===== config.mk =====
export PLATFORM = sky130hd
export DESIGN_NAME = dmb_ctrl
export DESIGN_NICKNAME = d
export VERILOG_FILES = /design/src/rtl/dmb_pkg.sv /design/src/rtl/dmb_seq.sv /design/src/rtl/dmb_pins.sv /design/src/rtl/dmb_ctrl.sv
export SDC_FILE = /design/constraint.sdc
export NUM_CORES = 1
export LEC_CHECK = 0
export BUFFER_PORTS_ARGS = -buffer_cell sky130_fd_sc_hd__buf_2
export CAP_MARGIN = 20
export CORE_ASPECT_RATIO = 1.2
export CORE_MARGIN = 5
export CORE_UTILIZATION = 43
export CTS_BUF_LIST = sky130_fd_sc_hd__clkbuf_8
export DETAILED_ROUTE_END_ITERATION = 7
export GPL_TIMING_DRIVEN = 0
export PLACE_DENSITY = 0.83
export RECOVER_POWER = 50
export SLEW_MARGIN = 40
export SYNTH_ARGS = -nofsm -noshare
export SYNTH_HDL_FRONTEND = slang
export SYNTH_SLANG_ARGS = --single-unit

===== constraint.sdc =====
create_clock -name clk -period 2.7 [get_ports clk]
set_input_delay 0.405 -clock clk [delete_from_list [all_inputs] [get_ports clk]]
set_output_delay 0.405 -clock clk [all_outputs]
set_load 0.05 [all_outputs]

===== src/rtl/dmb_pkg.sv =====
package dmb_pkg;

  typedef enum logic [2:0] {
    ST_IDLE,
    ST_TURN,
    ST_READ,
    ST_WSETUP,
    ST_WSTROBE,
    ST_WHOLD
  } dmb_state_e;

  function automatic int cdiv(input int num, input int den);
    return (num + den - 1) / den;
  endfunction

  function automatic int imax(input int a, input int b);
    return (a > b) ? a : b;
  endfunction

endpackage


===== src/rtl/dmb_seq.sv =====
module dmb_seq
  import dmb_pkg::*;
#(
  parameter int ADDR_W = 19,
  parameter int DATA_W = 32,
  parameter int BE_W   = 4,
  parameter int SR_RD  = 3,
  parameter int FL_RD  = 12,
  parameter int SR_WP  = 2,
  parameter int FL_WP  = 10,
  parameter int WHOLD  = 1,
  parameter int TURN   = 2,
  parameter int CNT_W  = 4
) (
  input  logic              clk,
  input  logic              rst_n,
  input  logic              req_valid,
  output logic              req_ready,
  input  logic [ADDR_W-1:0] req_addr,
  input  logic [DATA_W-1:0] req_wdata,
  input  logic [BE_W-1:0]   req_be,
  input  logic              req_write,
  input  logic              req_tgt,
  output logic              rsp_valid,
  output logic [DATA_W-1:0] rsp_rdata,
  input  logic [DATA_W-1:0] mem_dq_in,
  output dmb_state_e        state,
  output logic              cur_tgt,
  output logic [ADDR_W-1:0] cur_addr,
  output logic [DATA_W-1:0] cur_wdata,
  output logic [BE_W-1:0]   cur_be
);

  logic [CNT_W-1:0] cnt;
  logic             cur_write;
  logic             last_vld, last_write, last_tgt;
  logic             accept, need_turn, sel_wr, sel_tgt;
  dmb_state_e       first_st;
  logic [CNT_W-1:0] first_cnt;

  assign req_ready = (state == ST_IDLE);
  assign accept    = req_valid && req_ready;

  always_comb begin
    sel_wr    = (state == ST_IDLE) ? req_write : cur_write;
    sel_tgt   = (state == ST_IDLE) ? req_tgt   : cur_tgt;
    first_st  = sel_wr ? ST_WSETUP : ST_READ;
    first_cnt = sel_wr ? '0 : (sel_tgt ? CNT_W'(FL_RD - 1) : CNT_W'(SR_RD - 1));
    need_turn = last_vld && ((req_write != last_write) || (req_tgt != last_tgt));
  end

  always_ff @(posedge clk) begin
    if (!rst_n) begin
      state      <= ST_IDLE;
      cnt        <= '0;
      cur_write  <= 1'b0;
      cur_tgt    <= 1'b0;
      cur_addr   <= '0;
      cur_wdata  <= '0;
      cur_be     <= '0;
      last_vld   <= 1'b0;
      last_write <= 1'b0;
      last_tgt   <= 1'b0;
      rsp_valid  <= 1'b0;
      rsp_rdata  <= '0;
    end else begin
      rsp_valid <= 1'b0;
      case (state)
        ST_IDLE: begin
          if (accept) begin
            cur_write  <= req_write;
            cur_tgt    <= req_tgt;
            cur_addr   <= req_addr;
            cur_wdata  <= req_wdata;
            cur_be     <= req_be;
            last_vld   <= 1'b1;
            last_write <= req_write;
            last_tgt   <= req_tgt;
            if (need_turn) begin
              state <= ST_TURN;
              cnt   <= CNT_W'(TURN - 1);
            end else begin
              state <= first_st;
              cnt   <= first_cnt;
            end
          end
        end
        ST_TURN: begin
          if (cnt == '0) begin
            state <= first_st;
            cnt   <= first_cnt;
          end else begin
            cnt <= cnt - 1'b1;
          end
        end
        ST_READ: begin
          if (cnt == '0) begin
            rsp_valid <= 1'b1;
            rsp_rdata <= mem_dq_in;
            state     <= ST_IDLE;
          end else begin
            cnt <= cnt - 1'b1;
          end
        end
        ST_WSETUP: begin
          state <= ST_WSTROBE;
          cnt   <= cur_tgt ? CNT_W'(FL_WP - 1) : CNT_W'(SR_WP - 1);
        end
        ST_WSTROBE: begin
          if (cnt == '0) begin
            state <= ST_WHOLD;
            cnt   <= CNT_W'(WHOLD - 1);
          end else begin
            cnt <= cnt - 1'b1;
          end
        end
        ST_WHOLD: begin
          if (cnt == '0) state <= ST_IDLE;
          else           cnt   <= cnt - 1'b1;
        end
        default: state <= ST_IDLE;
      endcase
    end
  end

  AST_RSP_ONE_CYCLE: assert property (@(posedge clk) disable iff (!rst_n)
    rsp_valid |=> !rsp_valid);
  AST_RSP_AFTER_READ: assert property (@(posedge clk) disable iff (!rst_n)
    rsp_valid |-> $past(state) == ST_READ);
  AST_BUSY_HOLDS_REQ: assert property (@(posedge clk) disable iff (!rst_n)
    (!req_ready && $past(!req_ready)) |-> $stable(cur_addr) && $stable(cur_be));

endmodule


===== src/rtl/dmb_pins.sv =====
module dmb_pins
  import dmb_pkg::*;
#(
  parameter int ADDR_W = 19,
  parameter int DATA_W = 32,
  parameter int BE_W   = 4
) (
  input  logic              clk,
  input  logic              rst_n,
  input  dmb_state_e        state,
  input  logic              cur_tgt,
  input  logic [ADDR_W-1:0] cur_addr,
  input  logic [DATA_W-1:0] cur_wdata,
  input  logic [BE_W-1:0]   cur_be,
  output logic              sram_cs_n,
  output logic              flash_cs_n,
  output logic              mem_oe_n,
  output logic [BE_W-1:0]   sram_we_n,
  output logic [BE_W-1:0]   flash_we_n,
  output logic [ADDR_W-1:0] mem_addr,
  output logic [DATA_W-1:0] mem_dq_out,
  output logic              mem_dq_oe
);

  logic on_bus, writing, strobing;

  assign on_bus   = (state == ST_READ) || writing;
  assign writing  = (state == ST_WSETUP) || (state == ST_WSTROBE) || (state == ST_WHOLD);
  assign strobing = (state == ST_WSTROBE);

  assign sram_cs_n  = !(on_bus && !cur_tgt);
  assign flash_cs_n = !(on_bus && cur_tgt);
  assign mem_oe_n   = (state != ST_READ);
  assign mem_dq_oe  = writing;
  assign mem_addr   = cur_addr;
  assign mem_dq_out = cur_wdata;

  for (genvar i = 0; i < BE_W; i++) begin : g_lane
    assign sram_we_n[i]  = !(strobing && !cur_tgt && cur_be[i]);
    assign flash_we_n[i] = !(strobing && cur_tgt && cur_be[i]);
  end

  AST_CS_EXCLUSIVE: assert property (@(posedge clk) disable iff (!rst_n)
    sram_cs_n || flash_cs_n);
  AST_READ_UNDRIVEN: assert property (@(posedge clk) disable iff (!rst_n)
    !mem_oe_n |-> !mem_dq_oe);
  AST_STROBE_HAS_SEL: assert property (@(posedge clk) disable iff (!rst_n)
    (sram_we_n != '1) |-> (!sram_cs_n && flash_we_n == '1));
  AST_STROBE_DRIVES: assert property (@(posedge clk) disable iff (!rst_n)
    ((flash_we_n != '1) || (sram_we_n != '1)) |-> (mem_dq_oe && mem_oe_n));
  AST_ADDR_STABLE: assert property (@(posedge clk) disable iff (!rst_n)
    ((!sram_cs_n || !flash_cs_n) && $past(!sram_cs_n || !flash_cs_n)) |-> $stable(mem_addr));

endmodule


===== src/rtl/dmb_ctrl.sv =====
module dmb_ctrl
  import dmb_pkg::*;
#(
  parameter int ADDR_W       = 19,
  parameter int DATA_W       = 32,
  parameter int CLK_NS       = 10,
  parameter int SRAM_CYC_NS  = 25,
  parameter int SRAM_WP_NS   = 20,
  parameter int SRAM_DS_NS   = 15,
  parameter int FLASH_CYC_NS = 120,
  parameter int FLASH_WP_NS  = 50,
  parameter int FLASH_WPH_NS = 20,
  parameter int FLASH_DS_NS  = 50,
  parameter int RELEASE_NS   = 20
) (
  input  logic                 clk,
  input  logic                 rst_n,
  input  logic                 req_valid,
  output logic                 req_ready,
  input  logic [ADDR_W-1:0]    req_addr,
  input  logic [DATA_W-1:0]    req_wdata,
  input  logic [DATA_W/8-1:0]  req_be,
  input  logic                 req_write,
  input  logic                 req_tgt,
  output logic                 rsp_valid,
  output logic [DATA_W-1:0]    rsp_rdata,
  output logic                 sram_cs_n,
  output logic                 flash_cs_n,
  output logic                 mem_oe_n,
  output logic [DATA_W/8-1:0]  sram_we_n,
  output logic [DATA_W/8-1:0]  flash_we_n,
  output logic [ADDR_W-1:0]    mem_addr,
  output logic [DATA_W-1:0]    mem_dq_out,
  output logic                 mem_dq_oe,
  input  logic [DATA_W-1:0]    mem_dq_in
);

  localparam int BE_W  = DATA_W / 8;
  localparam int SR_RD = cdiv(SRAM_CYC_NS, CLK_NS);
  localparam int FL_RD = cdiv(FLASH_CYC_NS, CLK_NS);
  // setup cycle + strobe >= data setup; setup + strobe + hold >= cycle time
  localparam int SR_WP = imax(imax(cdiv(SRAM_WP_NS, CLK_NS), cdiv(SRAM_DS_NS, CLK_NS) - 1), SR_RD - 2);
  localparam int FL_WP = imax(imax(cdiv(FLASH_WP_NS, CLK_NS), cdiv(FLASH_DS_NS, CLK_NS) - 1), FL_RD - 2);
  // hold plus the next setup cycle form the strobe-high gap
  localparam int WHOLD = imax(1, cdiv(FLASH_WPH_NS, CLK_NS) - 1);
  localparam int TURN  = imax(1, cdiv(RELEASE_NS, CLK_NS));
  localparam int CNT_W = $clog2(imax(imax(FL_RD, FL_WP), imax(TURN, WHOLD)) + 1);

  dmb_state_e          state;
  logic                cur_tgt;
  logic [ADDR_W-1:0]   cur_addr;
  logic [DATA_W-1:0]   cur_wdata;
  logic [BE_W-1:0]     cur_be;

  dmb_seq #(
    .ADDR_W(ADDR_W), .DATA_W(DATA_W), .BE_W(BE_W),
    .SR_RD(SR_RD), .FL_RD(FL_RD), .SR_WP(SR_WP), .FL_WP(FL_WP),
    .WHOLD(WHOLD), .TURN(TURN), .CNT_W(CNT_W)
  ) u_seq (
    .clk(clk), .rst_n(rst_n),
    .req_valid(req_valid), .req_ready(req_ready),
    .req_addr(req_addr), .req_wdata(req_wdata), .req_be(req_be),
    .req_write(req_write), .req_tgt(req_tgt),
    .rsp_valid(rsp_valid), .rsp_rdata(rsp_rdata),
    .mem_dq_in(mem_dq_in),
    .state(state), .cur_tgt(cur_tgt), .cur_addr(cur_addr),
    .cur_wdata(cur_wdata), .cur_be(cur_be)
  );

  dmb_pins #(
    .ADDR_W(ADDR_W), .DATA_W(DATA_W), .BE_W(BE_W)
  ) u_pins (
    .clk(clk), .rst_n(rst_n),
    .state(state), .cur_tgt(cur_tgt), .cur_addr(cur_addr),
    .cur_wdata(cur_wdata), .cur_be(cur_be),
    .sram_cs_n(sram_cs_n), .flash_cs_n(flash_cs_n), .mem_oe_n(mem_oe_n),
    .sram_we_n(sram_we_n), .flash_we_n(flash_we_n),
    .mem_addr(mem_addr), .mem_dq_out(mem_dq_out), .mem_dq_oe(mem_dq_oe)
  );

  AST_READY_IDLE: assert property (@(posedge clk) disable iff (!rst_n)
    req_ready |-> (sram_cs_n && flash_cs_n && !mem_dq_oe));
  AST_SEL_AFTER_GAP: assert property (@(posedge clk) disable iff (!rst_n)
    ($fell(sram_cs_n) || $fell(flash_cs_n)) |-> $past(sram_cs_n && flash_cs_n));

endmodule


== Word-level counts from Yosys, hierarchy flattened ==
Cells that the tools add are included.
Operators by class
  add/sub/neg operators: 1
  multipliers: 0
  divide/modulo/power cells: 0
  order comparisons: 0
  equal/unequal tests: 13
  shift-type cells: 0
  muxes and demuxes: 19
  bitwise logic cells: 0
  reduce and logical (&&, ||, !) cells: 38
Operators with widths (number)
  2-to-1 mux 4 bit: 8
  one-hot mux 4 bit (5 select lines): 1
  2-to-1 mux 3 bit: 5
  one-hot mux 3 bit (5 select lines): 1
  logical AND 1 bit: 14
  logical NOT 1 bit: 11
  == test 3 x 2 -> 1 bit (second input constant): 2
  == test 3 bit (second input constant): 2
  != test 2 bit (second input constant): 3
  AND reduction 2 bit: 3
  nonzero test 5 bit: 1
  logical NOT 4 bit: 1
  logical OR 1 bit: 4
  2-to-1 mux 1 bit: 4
  != test 2 x 1 -> 1 bit (second input constant): 2
  AND reduction 4 bit: 1
  subtractor 4 x 1 -> 4 bit (second input constant): 1
  == test 3 x 1 -> 1 bit (second input constant): 1
  logical NOT 3 bit: 1
  != test 3 x 2 -> 1 bit (second input constant): 1
  AND reduction 3 bit: 1
  != test 1 bit: 2
  OR reduction 2 bit: 1
Storage, ports and cells
  register bits after elaboration: 98
  bits in latches: 0
  bits in writable memories: 0
  ROM bits: 0
  bits of input ports: 92
  output and inout port bits: 97
  memories: 0

== Longest topological paths before layout ==
  depth after elaboration: 7
  depth in mapped cells: 8

== Hierarchy ==
From an unflattened synthesis, not the netlist that was laid out.
Second synthesis, totals
  cells, all modules: 544
  area total of the unflattened synthesis: 4261.6 µm²
By module, submodules not included
  dmb_seq: times used 1, cells each 476, area each 3769.9 µm²
  dmb_pins: times used 1, cells each 68, area each 491.7 µm²

== Worst setup path before layout ==
OpenSTA, ideal clock, no wires.
  path kind: register -> output
  start: register u_seq.state[0]
  end: output mem_dq_oe
  arrival: 1832 ps
  data required time: 2295 ps
  path slack: 463 ps
  stages on the path, launching flop included: 4
  path buffers: 1
  cell sequence: dfxtp_1 > clkbuf_1 > nand2_1 > o21ai_0
Between the ends
  word-level cells in the longest chain between the ends: 3
Ends and longest elaborated chain
  start, declared: line dmb_seq.sv:27  | output dmb_state_e state,
  start signal, assigned: line dmb_seq.sv:83  | state <= first_st;
  start signal, assigned: line dmb_seq.sv:90  | state <= first_st;
  == test 3 x 2 -> 1 bit or == test 3 bit (tied branches): line dmb_pins.sv:28  | assign writing = (state == ST_WSETUP) || (state == ST_WSTROBE) || (state == ST_WHOLD);
  logical OR 1 bit: line dmb_pins.sv:28
  logical OR 1 bit *: line dmb_pins.sv:28
  end, declared: line dmb_ctrl.sv:34  | output logic mem_dq_oe,
Every way passes the cells marked *; elsewhere a longest branch is shown, timed or not.

== Final worst setup path ==
  start: register u_seq.state[0]
  end: output sram_we_n[2]
Between the ends
  word-level cells in the longest chain between the ends: 4
Ends and longest elaborated chain
  == test 3 bit: line dmb_pins.sv:29  | assign strobing = (state == ST_WSTROBE);
  logical AND 1 bit (2 in a row): line dmb_pins.sv:39  | assign sram_we_n[i] = !(strobing && !cur_tgt && cur_be[i]);
  logical NOT 1 bit: line dmb_pins.sv:39
  end, declared: line dmb_ctrl.sv:30  | output logic [DATA_W/8-1:0] sram_we_n,
No other way between the ends.

==> flow_metrics.tcl <==
set metrics [dict create \
    status "finished clean" \
    synth-seq-cells 98 \
    synth_edf_count 0 \
    cts_buffers 9 \
    peakVddDrop_mv 0.676 \
    final_core_util_pct 56.0 \
    slew_headroom_pct 56.4 \
    grt_usage_pct 19.0 \
    p_leak_nw 2.08 \
    crit_type "flip-flop to primary output" \
    maxCapViolCount 0 \
    setup_viol 0 \
    setup.worst_path.start "u_seq.state[0]$_SDFFE_PN0P_" \
    area_growth_pct 27.6 \
    cts_tree "yes" \
    syn_avg_cell_area_um2 8.39 \
    grt_max_degree 16 \
    dieWidth_um 99.7 \
    hold_class "primary input to flip-flop" \
    hpwl_mm 9.12 \
    clkPwrFrac_pct 17.6 \
    worst_r2r_endpoint "u_seq.cur_wdata[3]$_SDFFE_PN0P_" \
    critPathSlowestCell "nor3_1" \
    coreArea_um2 9470 \
    finalHoldViolations 0 \
    critPathCapture "sram_we_n[2]" \
    fmax_mhz 440 \
    synth_cell_types 55 \
    fin_setup_tns_ps 0 \
    start_kind "flip-flop" \
    vias_per_cell 4.91 \
    io_buffers 187 \
    r2r_slack_ps 440 \
    cp.required_ps 2300 \
    cts_setup_buffers 0 \
    grt_pass1_vias 3997 \
    drt_wl_total_mm 11.7 \
    ys_seq_area_share_pct 47.2 \
    rsz0062_at_grt "false" \
    finalCriticalPeriod_ps 2270 \
    async_flop_share_pct 0 \
    worst_pin_slew_ps 657 \
    start_util_pct 43.9 \
    vias 4035 \
    die_y_um 118 \
    wire_per_inst_um 14.3 \
    place_congestion 0.902 \
    cpPeakStageDelay_ps 540 \
    synth_fp_nets 589 \
    final_layout_size_suffix_gt1_share_pct 21.3 \
    ctsResizeCount 0 \
    switching_share_pct 47.3 \
    fin_skew_ps 8.09 \
    power.switching_mw 2.54 \
    die-area_um2 11700 \
    grt-ovfl-total 0 \
    slew_viol_final 0 \
    period_share_pct 84.2 \
    power.share.combinational_pct 46.8 \
    drtAntennaViolNets 0 \
    holdBufCountCts 0 \
    clk_pin_slew_worst_paths_ps 90 \
    h-tree-depth 3 \
    clockRootBuffer "clkbuf_8" \
    r2r-start "u_seq.state[2]$_SDFFE_PN0P_" \
    cp_max_fo 10 \
    drc 0 \
    yosys_warnings 0 \
    netlist_instances 495 \
    hold_path_depth 3 \
    synthFlopType "dfxtp_1" \
    pwr-share-seq_pct 35.6 \
    drt-pass1-iter-count 6 \
    diodes 0 \
    cp-end-kind "primary output" \
    final_nets 787 \
    p_per_area_nw_per_um2 1010 \
    cts_buffer_depth 2 \
    synth_area_um2 4160 \
    first_iter_violations 137 \
    antenna_found_initial 0 \
    cts_sinks 98 \
    rows 39 \
    critPathArrivalTime_ps 1870 \
    ff2ff_path_depth 8 \
    clock_latency_ps 350 \
    path_cells "clkbuf_1 -> nor3_1 -> nand2_1 -> buf_2" \
    grt_pass1_wl_mm 18.5 \
    hold-worst-slack_ps 282 \
    internal_power_mw 2.82 \
    io_pins 189 \
]
cell families (layout without fill, tap and decap cells):
logic type	count (synthesis)	after routing	synth area share [%]
simple gates	230	230	23.2
flops	98	98	47.2
xor+xnor	3	3	0.632
fa+ha+maj	2	2	0.602
mux	2	2	0.512
buf+inv	42	245	5.57
compound gates	118	118	22.2
Yosys cell counts, types with 2 or more instances:
| cell type | n | share of area (%) |
|---|---|---|
| dfxtp_1 | 98 | 47 |
| buf_2 | 9 | 1.1 |
| nand3_1 | 2 | 0.24 |
| nor3_1 | 2 | 0.24 |
| xor2_1 | 3 | 0.63 |
| or3_1 | 2 | 0.30 |
| a21boi_1 | 21 | 3.8 |
| clkbuf_1 | 17 | 1.5 |
| nor3b_1 | 2 | 0.36 |
| nand2_1 | 195 | 18 |
| ha_1 | 2 | 0.60 |
| o21a_1 | 2 | 0.36 |
| o211ai_1 | 2 | 0.36 |
| nand2b_1 | 6 | 0.90 |
| buf_4 | 7 | 1.3 |
| a21boi_2 | 10 | 2.7 |
| a21boi_0 | 58 | 10 |
| or3b_1 | 2 | 0.42 |
| a21oi_1 | 2 | 0.24 |
| o31ai_1 | 2 | 0.36 |
| inv_1 | 5 | 0.45 |
| o21ai_0 | 6 | 0.72 |
| nor2_1 | 4 | 0.36 |
| and2_1 | 5 | 0.75 |
power by group through the flow:
stage | registers [mW] | logic [mW] | clock network [mW]
after floorplan | 2.69 | 1.22 | 0
after global placement | 1.91 | 2.56 | 0
after detailed placement | 1.93 | 2.62 | 0
after CTS | 1.90 | 2.63 | 0.957
after global routing | 1.95 | 2.71 | 1.01
final | 1.91 | 2.51 | 0.945
worst min-delay path by stage:
stage / endpoint / from
final: u_seq.rsp_rdata[6]$_SDFFE_PN0P_ / mem_dq_in[6]
after global routing: u_seq.cur_wdata[8]$_SDFFE_PN0P_ / req_wdata[8]
after CTS: u_seq.rsp_rdata[6]$_SDFFE_PN0P_ / mem_dq_in[6]
after detailed placement: u_seq.cur_wdata[12]$_SDFFE_PN0P_ / u_seq.cur_wdata[12]$_SDFFE_PN0P_
after global placement: u_seq.rsp_rdata[5]$_SDFFE_PN0P_ / u_seq.rsp_rdata[5]$_SDFFE_PN0P_
after floorplan: u_seq.last_vld$_SDFFE_PN0P_ / u_seq.last_vld$_SDFFE_PN0P_
metal layers:
layer	global-route usage, %	routed length [µm]	up-vias
met4	6.83	297	0
met1	20.9	4600	1833
met2	35.1	5940	158
li1	-	-	2019
met5	0	0	-
met3	4.21	880	25
sequential cells by signal, summed over array words and instances (netlist names):
register	count
u_seq.cur_write	1
u_seq.rsp_rdata	32
u_seq.cur_wdata	32
u_seq.state	3
u_seq.rsp_valid	1
u_seq.cur_be	4
u_seq.cur_tgt	1
u_seq.cnt	4
u_seq.last_vld	1
u_seq.cur_addr	19
metrics by stage:
step | worst slack [ps] | power, mW | cell area [µm²] | instances
final | 427 | 5.36 | 5300 | 821
after global routing | 238 | 5.67 | 5300 | 821
after CTS | 381 | 5.48 | 5440 | 821
after detailed placement | 786 | 4.55 | 5250 | 805
after global placement | 768 | 4.47 | 5250 | 805
after floorplan | 463 | 3.91 | 4160 | 495
final cells by class:
cell class                      instances  area [µm²]
Tap cell                              123         154
Clock buffer                           10         138
Buffer                                 36         176
Sequential cell                        98        1960
Clock inverter                          6        58.8
Multi-Input combinational cell        355        1960
Fill cell                             928        4170
Inverter                                6        23.8
Timing Repair Buffer                  187         831
worst max-delay path: cells and delay by family, from the launching register on:
| kind | cells | cell delay (ps) |
|---|---|---|
| and+or+nand+nor | 2 | 670 |
| buffers and inverters | 2 | 480 |
| DFF | 1 | 370 |
cells in the final DEF, fill, tap and decap left out, types with 2 or more instances in the layout:
master / synthesis / routed
dfxtp_1: 98 / 98
nand3_1: 2 / 2
nor3_1: 2 / 2
nor3b_1: 2 / 2
and2_1: 5 / 4
o31ai_1: 2 / 2
clkbuf_8: 0 / 10
a21oi_1: 2 / 2
a21boi_0: 58 / 58
clkbuf_1: 17 / 106
buf_2: 9 / 112
inv_1: 5 / 7
nor2_1: 4 / 4
nand2_1: 195 / 195
o21a_1: 2 / 2
o21ai_0: 6 / 6
or3_1: 2 / 3
ha_1: 2 / 2
xor2_1: 3 / 3
a21boi_1: 21 / 21
o211ai_1: 2 / 2
buf_4: 7 / 3
nand2b_1: 6 / 6
a21boi_2: 10 / 10
or3b_1: 2 / 2
(Power assumes the default switching activity.)
